**src/rtl/useq_pkg.sv**
```systemverilog
package useq_pkg;
    parameter int ADDR_W    = 7;
    parameter int OP_W      = 4;
    parameter int FETCH_ORG = 64;

    typedef enum logic [1:0] {
        BR_JUMP   = 2'b00,
        BR_CALL   = 2'b01,
        BR_RETURN = 2'b10,
        BR_MAP    = 2'b11
    } br_kind_e;

    typedef enum logic [1:0] {
        SRC_STEP   = 2'b00,
        SRC_FIELD  = 2'b01,
        SRC_RETREG = 2'b10,
        SRC_OPMAP  = 2'b11
    } src_e;

    typedef enum logic [1:0] {
        CND_ALWAYS   = 2'b00,
        CND_INDIRECT = 2'b01,
        CND_SIGN     = 2'b10,
        CND_ZERO     = 2'b11
    } cond_e;
endpackage

```
**src/rtl/useq_test_pick.sv**
```systemverilog
module useq_test_pick
    import useq_pkg::*;
(
    input  logic [1:0] cond_sel,
    input  logic       ind_bit,
    input  logic       acc_sign,
    input  logic       acc_zero,
    output logic       t_bit
);
    cond_e sel_e;
    assign sel_e = cond_e'(cond_sel);

    always_comb begin
        unique case (sel_e)
            CND_ALWAYS:   t_bit = 1'b1;
            CND_INDIRECT: t_bit = ind_bit;
            CND_SIGN:     t_bit = acc_sign;
            CND_ZERO:     t_bit = acc_zero;
            default:      t_bit = 1'b1;
        endcase
    end
endmodule

```
**src/rtl/useq_select_logic.sv**
```systemverilog
module useq_select_logic
    import useq_pkg::*;
(
    input  logic [1:0] br_kind,
    input  logic       t_bit,
    output logic [1:0] src_sel,
    output logic       ret_load
);
    br_kind_e kind_e;
    src_e     src_v;
    assign kind_e = br_kind_e'(br_kind);

    always_comb begin
        unique case (kind_e)
            BR_JUMP:   src_v = t_bit ? SRC_FIELD : SRC_STEP;
            BR_CALL:   src_v = t_bit ? SRC_FIELD : SRC_STEP;
            BR_RETURN: src_v = SRC_RETREG;
            BR_MAP:    src_v = SRC_OPMAP;
            default:   src_v = SRC_STEP;
        endcase
    end

    assign src_sel  = src_v;
    assign ret_load = (kind_e == BR_CALL) && t_bit;
endmodule

```
**src/rtl/useq_addr_mux.sv**
```systemverilog
module useq_addr_mux
    import useq_pkg::*;
#(
    parameter int AW = ADDR_W,
    parameter int OW = OP_W
) (
    input  logic [1:0]    src_sel,
    input  logic [AW-1:0] car,
    input  logic [AW-1:0] field,
    input  logic [AW-1:0] retreg,
    input  logic [OW-1:0] opcode,
    output logic [AW-1:0] step,
    output logic [AW-1:0] next_addr
);
    localparam int MAP_LSB = 2;
    localparam int MAP_PAD = AW - OW - MAP_LSB;

    logic [AW-1:0] mapped;

    generate
        if (MAP_PAD > 0) begin : g_pad
            assign mapped = {{MAP_PAD{1'b0}}, opcode, {MAP_LSB{1'b0}}};
        end else begin : g_nopad
            assign mapped = {opcode[AW-MAP_LSB-1:0], {MAP_LSB{1'b0}}};
        end
    endgenerate

    assign step = car + AW'(1);

    src_e sel_e;
    assign sel_e = src_e'(src_sel);

    always_comb begin
        unique case (sel_e)
            SRC_STEP:   next_addr = step;
            SRC_FIELD:  next_addr = field;
            SRC_RETREG: next_addr = retreg;
            SRC_OPMAP:  next_addr = mapped;
            default:    next_addr = step;
        endcase
    end
endmodule

```
**src/rtl/useq_sequencer.sv**
```systemverilog
module useq_sequencer
    import useq_pkg::*;
(
    input  logic       clk,
    input  logic       rst,
    input  logic [1:0] cond_sel,
    input  logic [1:0] br_kind,
    input  logic [6:0] jump_addr,
    input  logic       ind_bit,
    input  logic       acc_sign,
    input  logic       acc_zero,
    input  logic [3:0] opcode,
    output logic [6:0] car_q,
    output logic [1:0] src_sel,
    output logic       ret_load
);
    logic [ADDR_W-1:0] car_r;
    logic [ADDR_W-1:0] sbr_r;
    logic [ADDR_W-1:0] step_w;
    logic [ADDR_W-1:0] next_w;
    logic              t_w;

    useq_test_pick u_pick (
        .cond_sel (cond_sel),
        .ind_bit  (ind_bit),
        .acc_sign (acc_sign),
        .acc_zero (acc_zero),
        .t_bit    (t_w)
    );

    useq_select_logic u_sel (
        .br_kind  (br_kind),
        .t_bit    (t_w),
        .src_sel  (src_sel),
        .ret_load (ret_load)
    );

    useq_addr_mux #(.AW(ADDR_W), .OW(OP_W)) u_mux (
        .src_sel   (src_sel),
        .car       (car_r),
        .field     (jump_addr),
        .retreg    (sbr_r),
        .opcode    (opcode),
        .step      (step_w),
        .next_addr (next_w)
    );

    always_ff @(posedge clk) begin
        if (rst) begin
            car_r <= ADDR_W'(FETCH_ORG);
            sbr_r <= '0;
        end else begin
            car_r <= next_w;
            if (ret_load) sbr_r <= step_w;
        end
    end

    assign car_q = car_r;
endmodule

```
**config.mk**
```make
export PLATFORM = sky130hd
export DESIGN_NAME = useq_sequencer
export DESIGN_NICKNAME = d
export VERILOG_FILES = /design/src/rtl/useq_pkg.sv /design/src/rtl/useq_test_pick.sv /design/src/rtl/useq_select_logic.sv /design/src/rtl/useq_addr_mux.sv /design/src/rtl/useq_sequencer.sv
export SDC_FILE = /design/constraint.sdc
export NUM_CORES = 1
export LEC_CHECK = 0
export BUFFER_PORTS_ARGS = -buffer_cell sky130_fd_sc_hd__buf_2
export CORE_MARGIN = 5
export CORE_UTILIZATION = 40
export CTS_CLUSTER_DIAMETER = 50
export DETAILED_ROUTE_END_ITERATION = 16
export PLACE_DENSITY = 0.72
export SLEW_MARGIN = 30
export SYNTH_ARGS = -nofsm -noshare
export SYNTH_HDL_FRONTEND = slang
export SYNTH_SLANG_ARGS = --single-unit
```
**constraint.sdc**
```tcl
create_clock -name clk -period 3.1 [get_ports clk]
set_input_delay 0.62 -clock clk [delete_from_list [all_inputs] [get_ports clk]]
set_output_delay 0.62 -clock clk [all_outputs]
set_load 0.01 [all_outputs]
```
==> results.py <==
metrics = {
    "outcome": {
        "status": "completed",
    },
    "clocking": {
        "cts_buffer_depth": 2,
        "clk_pin_slew_ns": 0.08,
        "htreeDepth": 1,
        "ctsHoldBuffers": 0,
        "cts_tree": "built",
        "cts_resized": 0,
        "postCtsSetupBuffers": 0,
        "insertion_delay_ns": 0.28,
        "cts-buffers-inserted": 3,
        "root_buffer": "clkbuf_4",
        "clock_sinks": 14,
    },
    "sta": {
        "final.min_clock_period_ns": 2.33,
        "max_freq_mhz": 429,
        "slew_violations": 0,
        "grt_setup_unrepaired": "no",
        "skew_ns": 0.00526,
        "setup_viol": 0,
        "post-route-period-util_pct": 75.3,
        "hold_violations": 0,
        "setup-tns-final_ns": 0,
        "relSlewSlack_pct": 78.3,
        "tightest_slew_ns": 0.316,
    },
    "place": {
        "gp_congestion": 0.868,
        "place_area_um2": 945,
        "hpwl_mm": 1.43,
        "portBuffers": 29,
        "dp.cells": 138,
    },
    "finish": {
        "seqCellArea_um2": 280,
        "drive_above_1_share_pct": 37.4,
        "final_nets": 137,
        "final_area_um2": 981,
        "finalCoreUtilization_pct": 51.0,
        "fillerInstances": 189,
        "diodes": 0,
        "multi_input_area_um2": 459,
        "syn_to_final_growth_pct": 24.4,
        "fin_cells": 142,
    },
    "global_route": {
        "grt_pass1_vias": 680,
        "grt_pass1_wl_mm": 2.86,
        "grt_util_met2_pct": 24.7,
        "use_met1_pct": 14.9,
        "grt_start_max_net_pins": 18,
        "grt_use_total_pct": 13.6,
        "grt.met3_usage_pct": 3.00,
        "grt_antenna_before_repair": 0,
        "grt-ovfl-total": 0,
        "grt.busiest_layer": "met2",
    },
    "synth": {
        "synth_area_um2": 788,
        "synthArstFlopShare_pct": 0,
        "syn_area_per_cell_um2": 9.06,
        "ys_warn_count": 0,
        "synth_top_area_share_pct": 35.6,
        "synth_cells": 87,
        "synth_edf_count": 0,
        "ys_ff_latch": 14,
        "ys_types": 28,
        "ys.flop_type": "dfxtp_1",
        "yosys.area.top_type": "dfxtp_1",
        "ys_seq_area_share_pct": 35.6,
        "synth_area_leaders": "dfxtp_1 36%, mux2i_1 10%, a211oi_2 6.3%, nor2_1 6.2%, nand3_1 3.8%",
        "synth_fp_nets": 108,
    },
    "worst_setup_path": {
        "end_kind": "output pin",
        "crit_arrival_ns": 1.71,
        "critical_path_required_ns": 2.48,
        "path_class": "in -> out",
        "start_kind": "primary input",
        "worstPathMaxFanout": 17,
    },
    "worst_hold_path": {
        "hold_class": "reg -> reg",
    },
    "power": {
        "total_power_uw": 426,
        "power.leakage_uw": 0.000424,
        "vdd_ir_drop_max_v": 0.000217,
        "powerDensity_nw_per_um2": 434,
    },
    "drt": {
        "wire_per_inst_um": 12.8,
        "dr.pass1.iters": 5,
        "wirelength_mm": 1.82,
        "first_iter_violations": 12,
        "ant_nets": 0,
        "viasPerCell": 5.15,
        "dr_total_vias": 731,
        "drc": 0,
    },
    "run": {
        "drv_cap": 0,
    },
    "die": {
        "die_w_um": 54.4,
        "dieArea_um2": 2960,
        "start_util_pct": 41.0,
        "fp.dieH_um": 54.4,
        "ios": 30,
        "core_region_area_um2": 1920,
        "rows": 16,
    },
}
state kept, by name, summed over array words and instances, names as in the netlist:
signal	cells
sbr_r	7
car_q	7
cells by family after synthesis:
| group | share of synthesized area [%] |
|---|---|
| buffers and inverters | 6.19 |
| XOR/XNOR | 5.56 |
| adder cells (fa/ha/maj) | 1.59 |
| flip-flops | 35.6 |
| multiplexers | 10.2 |
| AO/OA/AOI/OAI | 22.2 |
| AND/OR/NAND/NOR | 18.7 |
Yosys cell counts (2+ instances only):
cell	instances
a211oi_2	4
a21oi_1	4
a311oi_1	3
buf_2	3
clkbuf_1	3
dfxtp_1	14
inv_1	3
mux2i_1	8
nand2_1	4
nand3_1	6
nor2_1	13
o211ai_1	2
or2_2	2
xnor2_1	2
xor2_1	3
critical path, stage by stage:
cell and delay [ns]:
buf_2 0.27, inv_1 0.12, a31oi_1 0.17, buf_4 0.21
a21boi_0 0.17, buf_2 0.15
per-layer routing:
metal  up-vias  share of wire (%)
met5         -                  0
met4         0                1.6
met2        14                 55
met3         4                4.0
met1       347                 39
li1        366                  -
cell type report:
cell class | count | share of cell area [%]
repair buffers | 31 | 16.3
multi-input cells | 63 | 46.8
well taps | 27 | 3.44
flip-flops and latches | 14 | 28.6
inverters | 3 | 1.15
clock buffers | 4 | 3.70
worst paths after layout:
kind | cells past startpoint | slack [ns] | startpoint | end
setup / recovery | 6 | 0.77 | br_kind[1] | src_sel[0]
hold / removal | 2 | 0.49 | sbr_r[1] | car_q[1]
setup reg to reg | 5 | 1.79 | car_q[0] | car_q[4]
hold reg to reg | 2 | 0.49 | sbr_r[1] | car_q[1]
power by group:
part / leakage [uW] / internal (uW) / total, uW / switching [uW]
logic: 0.000287 / 41.5 / 90.5 / 48.9
clock network: 0.0000210 / 71.5 / 132 / 61.0
registers: 0.000115 / 193 / 203 / 10.4
layout by cell type (no fill, tap or decap):
master and instances:
ha_1 1, nor2_1 13, a211oi_2 4, clkbuf_4 3, o31ai_1 1, buf_4 2, a21oi_1 4, a311oi_1 3
and3_1 1, or2_2 2, xor2_1 3, clkbuf_8 1, a22oi_1 1, nor4b_1 1, nand3_1 6, a21boi_0 1
mux2i_1 8, a2111oi_4 1, nand2_1 4, o211ai_1 2, a31oi_1 1, nor3b_2 1, xnor2_1 2, buf_2 29
a211oi_1 1, dfxtp_1 14, inv_1 3, nand3b_1 1, nor2b_1 1
stage by stage:
stage	hold WS, ns	worst slack, ns
after global placement	0.474	0.786
final	0.493	0.766
after global routing	0.516	0.629
after CTS	0.497	0.757
after detailed placement	0.483	0.748
after floorplan	0.460	0.776
Note: power is estimated with default switching activity, not from simulation.
